===== config.mk =====
export PLATFORM = sky130hd
export DESIGN_NAME = hiccup_restart_timer
export DESIGN_NICKNAME = d
export VERILOG_FILES = /design/src/rtl/hrt_pkg.sv /design/src/rtl/hrt_step_calc.sv /design/src/rtl/hrt_sweep_counter.sv /design/src/rtl/hiccup_restart_timer.sv
export SDC_FILE = /design/constraint.sdc
export NUM_CORES = 1
export LEC_CHECK = 0
export ABC_AREA = 1
export BUFFER_PORTS_ARGS = -buffer_cell sky130_fd_sc_hd__buf_2
export CORE_ASPECT_RATIO = 0.9
export CORE_MARGIN = 2
export CORE_UTILIZATION = 55
export DETAILED_ROUTE_END_ITERATION = 16
export PLACE_DENSITY = 0.82
export SLEW_MARGIN = 0
export SYNTH_ARGS = -nofsm -noshare
export SYNTH_HDL_FRONTEND = slang
export SYNTH_SLANG_ARGS = --single-unit

===== constraint.sdc =====
create_clock -name clk -period 6.25 [get_ports clk]
set_input_delay 0.3125 -clock clk [delete_from_list [all_inputs] [get_ports clk]]
set_output_delay 0.3125 -clock clk [all_outputs]
set_load 0.01 [all_outputs]

===== src/rtl/hrt_pkg.sv =====
package hrt_pkg;
    typedef enum logic [1:0] {
        HRT_MONITOR   = 2'd0,
        HRT_RAMP_UP   = 2'd1,
        HRT_RAMP_DOWN = 2'd2
    } hrt_state_e;
endpackage


===== src/rtl/hrt_step_calc.sv =====
// Combinational next-value arithmetic for the accumulator in every state.
module hrt_step_calc #(
    parameter int ACC_W = 16
) (
    input  logic [ACC_W-1:0] acc,
    input  logic             hit,
    input  logic [ACC_W-1:0] step_fast,
    input  logic [ACC_W-1:0] step_slow,
    input  logic [ACC_W-1:0] trip_level,
    input  logic [ACC_W-1:0] bound_low,
    input  logic [ACC_W-1:0] bound_high,
    output logic [ACC_W-1:0] mon_next,
    output logic             mon_trip,
    output logic [ACC_W-1:0] up_next,
    output logic             up_crest,
    output logic [ACC_W-1:0] dn_next,
    output logic             dn_trough
);
    localparam int EXT_W = ACC_W + 1;

    logic [EXT_W-1:0] sum_fast;
    logic [EXT_W-1:0] sum_slow;
    logic [EXT_W-1:0] floor_ref;

    always_comb begin
        sum_fast  = {1'b0, acc} + {1'b0, step_fast};
        sum_slow  = {1'b0, acc} + {1'b0, step_slow};
        floor_ref = {1'b0, bound_low} + {1'b0, step_slow};

        // fault integrator: fast rise with saturation, slow decay with zero floor
        if (hit) begin
            mon_next = sum_fast[ACC_W] ? {ACC_W{1'b1}} : sum_fast[ACC_W-1:0];
        end else if (acc > step_slow) begin
            mon_next = acc - step_slow;
        end else begin
            mon_next = '0;
        end
        mon_trip = (mon_next >= trip_level);

        // rising half of a sweep, clamped at the crest
        up_crest = (sum_slow >= {1'b0, bound_high});
        up_next  = up_crest ? bound_high : sum_slow[ACC_W-1:0];

        // falling half of a sweep, clamped at the trough
        dn_trough = ({1'b0, acc} <= floor_ref);
        dn_next   = dn_trough ? bound_low : (acc - step_slow);
    end
endmodule


===== src/rtl/hrt_sweep_counter.sv =====
// Counts completed down-sweeps during one off time.
module hrt_sweep_counter #(
    parameter int NUM_SWEEPS = 8
) (
    input  logic clk,
    input  logic rst_n,
    input  logic clr,
    input  logic inc,
    output logic last
);
    localparam int CW = (NUM_SWEEPS > 1) ? $clog2(NUM_SWEEPS) : 1;
    localparam logic [CW-1:0] LAST_VAL = CW'(NUM_SWEEPS - 1);

    logic [CW-1:0] cnt;

    always_ff @(posedge clk or negedge rst_n) begin
        if (!rst_n) begin
            cnt <= '0;
        end else if (clr) begin
            cnt <= '0;
        end else if (inc) begin
            cnt <= cnt + 1'b1;
        end
    end

    assign last = (cnt == LAST_VAL);

    AST_CNT_CEILING: assert property (@(posedge clk) disable iff (!rst_n)
        (cnt == LAST_VAL && inc && !clr) |=> (cnt == LAST_VAL || cnt == '0));
endmodule


===== src/rtl/hiccup_restart_timer.sv =====
module hiccup_restart_timer
    import hrt_pkg::*;
#(
    parameter int ACC_W      = 16,
    parameter int NUM_SWEEPS = 8
) (
    input  logic             clk,
    input  logic             rst_n,
    input  logic             cycle_end,
    input  logic             ilim_hit,
    input  logic [ACC_W-1:0] step_fast,
    input  logic [ACC_W-1:0] step_slow,
    input  logic [ACC_W-1:0] trip_level,
    input  logic [ACC_W-1:0] bound_low,
    input  logic [ACC_W-1:0] bound_high,
    output logic             hiccup_active,
    output logic             restart_pulse
);
    hrt_state_e       state_q, state_d;
    logic [ACC_W-1:0] acc_q, acc_d;
    logic             pulse_d;
    logic             cnt_clr, cnt_inc, cnt_last;

    logic [ACC_W-1:0] mon_next, up_next, dn_next;
    logic             mon_trip, up_crest, dn_trough;

    hrt_step_calc #(.ACC_W(ACC_W)) u_calc (
        .acc        (acc_q),
        .hit        (ilim_hit),
        .step_fast  (step_fast),
        .step_slow  (step_slow),
        .trip_level (trip_level),
        .bound_low  (bound_low),
        .bound_high (bound_high),
        .mon_next   (mon_next),
        .mon_trip   (mon_trip),
        .up_next    (up_next),
        .up_crest   (up_crest),
        .dn_next    (dn_next),
        .dn_trough  (dn_trough)
    );

    hrt_sweep_counter #(.NUM_SWEEPS(NUM_SWEEPS)) u_sweeps (
        .clk   (clk),
        .rst_n (rst_n),
        .clr   (cnt_clr),
        .inc   (cnt_inc),
        .last  (cnt_last)
    );

    // state register
    always_ff @(posedge clk or negedge rst_n) begin
        if (!rst_n) begin
            state_q       <= HRT_MONITOR;
            acc_q         <= '0;
            restart_pulse <= 1'b0;
        end else begin
            state_q       <= state_d;
            acc_q         <= acc_d;
            restart_pulse <= pulse_d;
        end
    end

    // next state, accumulator and outputs
    always_comb begin
        state_d       = state_q;
        acc_d         = acc_q;
        pulse_d       = 1'b0;
        cnt_clr       = 1'b0;
        cnt_inc       = 1'b0;
        hiccup_active = (state_q != HRT_MONITOR);
        unique case (state_q)
            HRT_MONITOR: begin
                cnt_clr = 1'b1;
                if (cycle_end) begin
                    acc_d = mon_next;
                    if (mon_trip) begin
                        state_d = HRT_RAMP_UP;       // trip
                    end
                end
            end
            HRT_RAMP_UP: begin
                if (cycle_end) begin
                    acc_d = up_next;
                    if (up_crest) begin
                        state_d = HRT_RAMP_DOWN;     // crest
                    end
                end
            end
            HRT_RAMP_DOWN: begin
                if (cycle_end) begin
                    acc_d = dn_next;
                    if (dn_trough) begin
                        cnt_inc = 1'b1;
                        if (cnt_last) begin
                            state_d = HRT_MONITOR;   // release
                            acc_d   = '0;
                            pulse_d = 1'b1;
                        end else begin
                            state_d = HRT_RAMP_UP;   // trough
                        end
                    end
                end
            end
            default: begin
                state_d = HRT_MONITOR;
                acc_d   = '0;
            end
        endcase
    end

    AST_PULSE_SINGLE: assert property (@(posedge clk) disable iff (!rst_n)
        restart_pulse |=> !restart_pulse);
    AST_PULSE_RELEASED: assert property (@(posedge clk) disable iff (!rst_n)
        restart_pulse |-> (!hiccup_active && acc_q == '0));
    AST_PULSE_AFTER_LAST: assert property (@(posedge clk) disable iff (!rst_n)
        $rose(restart_pulse) |-> ($past(cnt_last) && $past(cycle_end)));
    AST_TRIP_ON_STROBE: assert property (@(posedge clk) disable iff (!rst_n)
        $rose(hiccup_active) |-> $past(cycle_end));
    AST_HOLD_NO_STROBE: assert property (@(posedge clk) disable iff (!rst_n)
        !cycle_end |=> ($stable(acc_q) && $stable(state_q)));
    AST_RAMP_RISES: assert property (@(posedge clk) disable iff (!rst_n)
        (state_q == HRT_RAMP_UP && cycle_end && step_slow != '0)
            |=> (acc_q > $past(acc_q) || state_q == HRT_RAMP_DOWN));
endmodule


==> results of run 1 <==
## cell usage after synthesis (6+ instances only)
| master | n | share of area, % |
|---|---|---|
| ha_1 | 114 | 22 |
| inv_1 | 150 | 8.7 |
| buf_4 | 7 | 0.82 |
| inv_2 | 9 | 0.52 |
| nand2_1 | 293 | 17 |
| dfrtp_1 | 22 | 8.6 |
| o21ai_0 | 48 | 3.7 |
| o21ai_1 | 6 | 0.47 |
| nor3_1 | 14 | 1.1 |
| xor2_1 | 35 | 4.8 |
| nand3_1 | 124 | 9.6 |
| nand4_1 | 28 | 2.7 |
| clkbuf_1 | 10 | 0.58 |
| a21oi_1 | 74 | 5.8 |
| nor2_1 | 53 | 3.1 |
| xnor2_1 | 9 | 1.2 |
## registers in the layout (all words and copies together) (netlist names)
name	count
u_sweeps.cnt	3
state_q	2
acc_q	16
restart_pulse	1
## metrics by stage
step,instances,hold WS (ps)
after global placement,1282,319
after global routing,1286,64.4
after CTS,1286,39.6
after detailed placement,1282,319
after floorplan,1063,16.9
final,1287,26.7
## final timing paths
path / from / endpoint / slack (ps)
min in group clk: cycle_end / restart_pulse$_DFF_PN0_ / 370
max: acc_q[0]$_DFFE_PN0P_ / state_q[0]$_DFFE_PN0P_ / 1800
min: rst_n / u_sweeps.cnt[1]$_DFFE_PN0P_ / 30
max reg2reg: acc_q[0]$_DFFE_PN0P_ / state_q[0]$_DFFE_PN0P_ / 1800
min reg2reg: u_sweeps.cnt[1]$_DFFE_PN0P_ / u_sweeps.cnt[1]$_DFFE_PN0P_ / 490
max in group asynchronous: rst_n / acc_q[15]$_DFFE_PN0P_ / 5850
## power groups by stage
stage	Sequential, W	Combinational (W)	Clock, W
3_3_place_gp	0.000336	0.00278	0
3_5_place_dp	0.000338	0.00282	0
6_report	0.000345	0.00294	0.000158
5_1_grt	0.000345	0.00328	0.000164
4_1_cts	0.000335	0.00285	0.000155
2_1_floorplan	0.000269	0.00217	0
## kinds of logic after synthesis
kind of cell / Yosys count / synth area share [%]
buffers and inverters: 185 / 11.5
and+or+nand+nor: 539 / 37.0
AOI/OAI and AO/OA: 155 / 13.5
xor gates and xnor gates: 44 / 5.99
DFF: 22 / 8.55
adders and majority gates: 118 / 23.4
## layer usage
metal	GRT usage [%]	wire, um	part of all wire (%)	vias up
met3	9.20	2590	12	96
met4	18.2	1360	6.1	0
li1	-	-	-	3636
met5	0	0	0	-
met2	53.7	9080	41	453
met1	45.1	9130	41	3249
## area by class of cell
cell class	count	share of cell area [%]
Multi-Input combinational cell	856	73.3
Sequential cell	22	7.84
Inverter	162	8.66
Clock buffer	4	1.26
Tap cell	156	2.78
Antenna cell	1	0.0356
Timing Repair Buffer	86	6.16
## worst max-delay path, cell delays in order, from the launching register on
cell and delay, ps:
dfrtp_1 420, ha_1 200, inv_1 130, fa_1 260, inv_1 60, nand3_1 70
nand2_1 140, a21boi_2 220, inv_2 50, nand3_1 110, nand2_1 100, a21oi_2 570
inv_1 210, or2_1 290, nand2_1 80, inv_1 50, ha_1 280, a21oi_1 130
o21ai_0 90, a21oi_1 170, nand3_1 150, nand2_1 190, nand2_1 80, o21bai_1 190
nand2_1 80, nand2_1 60
==> flow_metrics.tcl, run 1 <==
set metrics [dict create \
    status "finished, final reports clean" \
    fmax_ghz 0.225 \
    fin_area_um2 7020 \
    finalPower_w 0.00344 \
    nets 1333 \
    p_comb_share_pct 85.4 \
    async_reset_ff_share_pct 100 \
    synth_top_flop_cell "dfrtp_1" \
    crit_fanout 15 \
    final_common_cell "nand2_1" \
    pwr_density_cell_nw_per_um2 490 \
    die_area_um2 12600 \
    detail_route.first_pass.iterations 7 \
    antenna_found_initial 1 \
    finalMaxSlewViolations 0 \
    final_cell_mix "nand2_1, inv_1, nand3_1" \
    start_util_pct 56.3 \
    worst-r2r-cell-count 25 \
    ys_ff_latch 22 \
    pin_count 86 \
    p_int_w 0.00129 \
    critPathLaunchType "flip-flop" \
    io_buffers 85 \
    hold_viol 0 \
    finalCritPeriodShare_pct 71.2 \
    dr_total_vias 7434 \
    yosysSeqAreaShare_pct 8.55 \
    grt_pass1_vias 6835 \
    ctsResizeCount 0 \
    rsz0062_at_grt "no" \
    p_seq_share_pct 10.0 \
    syn_area_um2 6440 \
    pre_cts_slack_ps 1740 \
    vdd_ir_drop_max_uv 227 \
    syn_avg_cell_area_um2 6.06 \
    syn_inst 1063 \
    setup_ws_ps 1800 \
    finalSetupTns_ps 0 \
    hpwl_um 18600 \
    p_clk_share_pct 4.6 \
    placed_area_um2 6930 \
    ant_nets 0 \
    required_ps 6450 \
    post_cts_buffers 0 \
    grt_pass1_wl_um 35000 \
    fin_crit_ps 4450 \
    critical_path_class "reg2reg" \
    ys.warnings.count 0 \
    initialDrtViolationCount 821 \
    cts_hold_buf 0 \
    clock_tree.root_cell "clkbuf_16" \
    drive_gt1_share_pct 10.6 \
    rows 37 \
    routed_wirelength_um 22200 \
    cts_tree "yes" \
    syn_nets 1265 \
    clock_sinks 22 \
    core_area_um2 11400 \
    final_core_util_pct 61.4 \
    areaGrowthSynthToFinish_pct 9.12 \
    drc 0 \
    overflow 0 \
    regArea_um2 551 \
    setup_viol 0 \
    place_congestion 1.14 \
    synth_edf_count 0 \
    min-delay-path-class "in2async" \
    routedWlPerCell_um 17.2 \
    cts_max_level 1 \
    multi_input_area_um2 5150 \
    relSlewSlack_pct 10.6 \
    cellLeakagePower_nw 4.14 \
    yosysUniqueCellTypes 45 \
    worst_pin_slew_ps 1340 \
    switching_power_w 0.00216 \
    die_h_um 107 \
    nFillCells 1135 \
    power.share.switching_pct 62.6 \
    cts_max_path_buffers 2 \
    track_usage_pct 35.0 \
    end_kind "flip-flop" \
    maxCapViolCount 0 \
    arrival_ps 4650 \
    worstSkewPairLatency_ps 260 \
    die_w_um 118 \
    grt_max_degree 23 \
    vias_per_cell 5.78 \
    fin_skew_ps 1.58 \
    clk_pin_slew_worst_paths_ps 70 \
    cts-buffers-inserted 3 \
]
(Power assumes the default switching activity.)
==> run 2: changes to the inputs <==
==> constraint.sdc (replaced) <==
create_clock -name clk -period 4.2 [get_ports clk]
set_input_delay 0.21 -clock clk [delete_from_list [all_inputs] [get_ports clk]]
set_output_delay 0.21 -clock clk [all_outputs]
set_load 0.01 [all_outputs]
==> run 2 against run 1 <==
Compared with the run above:
- via count grew 1.5%
- die area unchanged
- global-route usage rose by 1.5 points
- fmax is 12% higher
- critical path type unchanged
- final cell count rose by 1.1%
- clock power increased by 83%
==> flow_metrics.tcl, run 2 (synthesis results as in run 1) <==
set metrics [dict create \
    largest_reg_flops 16 \
    post_cts_buffers 0 \
    cellLeakagePower_nw 4.22 \
    grt_pass1_wl_um 35800 \
    dr_total_vias 7544 \
    hold_viol 0 \
    status "finished, final reports clean" \
    start_util_pct 56.3 \
    worstReg2RegStart "acc_q[9]$_DFFE_PN0P_" \
    nets 1348 \
    final_common_cell "nand2_1" \
    grt_max_degree 23 \
    vdd_ir_drop_max_uv 321 \
    rows 37 \
    end_kind "flip-flop" \
    relSlewSlack_pct 20.6 \
    largest-register "acc_q" \
    cp-endpoint "state_q[0]$_DFFE_PN0P_" \
    cts-buffers-inserted 3 \
    fin_crit_ps 3980 \
    routed_wirelength_um 23000 \
    initialDrtViolationCount 903 \
    critPathLaunchType "flip-flop" \
    die_area_um2 12600 \
    worst_pin_slew_ps 1190 \
    fin_skew_ps 3.44 \
    finalPower_w 0.00537 \
    clock_sinks 22 \
    grt_use_met2_pct 54.1 \
    drc 0 \
    cts_max_level 1 \
    maxCapViolCount 0 \
    min-delay-path-class "in2reg" \
    busiest_layer "met2" \
    whs_path_depth 3 \
    cts_tree "yes" \
    pin_count 86 \
    die_w_um 118 \
    finalSetupTns_ps 0 \
    die_h_um 107 \
    required_ps 4410 \
    vias_per_cell 5.80 \
    setup_viol 0 \
    place_congestion 1.08 \
    pwr_density_cell_nw_per_um2 747 \
    ant_nets 0 \
    clk_pin_slew_worst_paths_ps 70 \
    multi_input_area_um2 5180 \
    startpoint "acc_q[9]$_DFFE_PN0P_" \
    drive_gt1_share_pct 12.4 \
    io_buffers 85 \
    finalCritPeriodShare_pct 94.8 \
    areaGrowthSynthToFinish_pct 11.7 \
    final_cell_mix "nand2_1, inv_1, nand3_1" \
    overflow 0 \
    critical_path_class "reg2reg" \
    hpwl_um 19200 \
    worstSkewPairLatency_ps 270 \
    reg_top3 "acc_q: 16 flops, u_sweeps.cnt: 3 flops, state_q: 2 flops" \
    track_usage_pct 36.5 \
    nFillCells 1153 \
    diodes 0 \
    clock_tree.root_cell "clkbuf_16" \
    use_met3_pct 12.8 \
    antenna_found_initial 0 \
    worst-r2r-cell-count 22 \
    rsz0062_at_grt "no" \
    detail_route.first_pass.iterations 9 \
    regArea_um2 554 \
    reg2reg_slack_ps 220 \
    crit_fanout 12 \
    grtUsageMet1_pct 47.6 \
    fmax_ghz 0.251 \
    grt_pass1_vias 6988 \
    arrival_ps 4200 \
    routedWlPerCell_um 17.7 \
    core_area_um2 11400 \
    finalMaxSlewViolations 0 \
    r2r-end "state_q[0]$_DFFE_PN0P_" \
    cts_max_path_buffers 2 \
]
==> run 2: cell types whose count changed in the layout (fill, tap and decap cells not counted), moves of 2 or more <==
| cell | delta |
|---|---|
| dfrtp_2 | +3 |
| xor2_1 | -2 |
| dfrtp_1 | -3 |
| xor2_2 | +2 |
| ha_2 | +2 |
| buf_4 | +14 |
| ha_1 | -2 |
==> run 2: worst min-delay path by stage <==
stage | slack (ps) | endpoint | start
after floorplan | -90 | acc_q[0]$_DFFE_PN0P_ | rst_n
after global placement | 240 | u_sweeps.cnt[1]$_DFFE_PN0P_ | rst_n
after detailed placement | 230 | u_sweeps.cnt[0]$_DFFE_PN0P_ | rst_n
after CTS | 360 | restart_pulse$_DFF_PN0_ | cycle_end
after global routing | 380 | restart_pulse$_DFF_PN0_ | cycle_end
final | 370 | restart_pulse$_DFF_PN0_ | cycle_end
==> run 2: metrics by stage <==
| stage | cells | setup slack, ps | instance area, um2 | hold WS, ps | util (%) |
|---|---|---|---|---|---|
| 2_1_floorplan | 1063 | 823 | 6440 | -85.6 | - |
| 3_3_place_gp | 1296 | 359 | 7040 | 236 | 61.5 |
| 3_5_place_dp | 1296 | 322 | 7040 | 230 | 61.5 |
| 4_1_cts | 1301 | 328 | 7150 | 358 | 62.6 |
| 5_1_grt | 1301 | 1.87 | 7190 | 380 | 62.9 |
| 6_report | 1301 | 218 | 7190 | 370 | 62.9 |
==> run 2: routing by layer <==
metal / vias to the layer above / routed length, um
met5: - / 0
met2: 459 / 9110
met4: 0 / 1180
met3: 92 / 3370
met1: 3331 / 9300
li1: 3662 / -
==> run 2: worst max-delay path, stage by stage (launching register included) <==
cell and delay, ps:
dfrtp_1 540, ha_1 500, inv_2 110, o21ai_0 410
a21oi_1 150, nand3_2 140, nand2_1 70, nand3_2 80
nand2_2 50, buf_4 170, o21ai_0 270, and2_1 180
ha_1 120, nand2_1 50, inv_1 60, nand3_1 80
nor3_1 230, nand3_1 110, nand3_1 130, nand2_1 80
nand4_1 180, nand3_1 100, nand2_1 100
==> run 2: final cells by class <==
| type | count | area share, % |
|---|---|---|
| Clock buffer | 3 | 1.04 |
| Clock inverter | 1 | 0.418 |
| Inverter | 162 | 8.46 |
| Multi-Input combinational cell | 856 | 72.0 |
| Sequential cell | 22 | 7.71 |
| Tap cell | 156 | 2.72 |
| Timing Repair Buffer | 101 | 7.62 |
==> run 2: power breakdown <==
part	total, W	switching (W)	internal, W
sequential	0.000548	0.000241	0.000307
combinational	0.00453	0.00298	0.00155
clock	0.000289	0.0000985	0.000190
==> run 2: what timing repair did <==
action,4_1_cts,5_1_grt
hold buffers,1,0
resized for setup,0,9
hold endpoints to repair,22,0
setup endpoints to repair,0,11
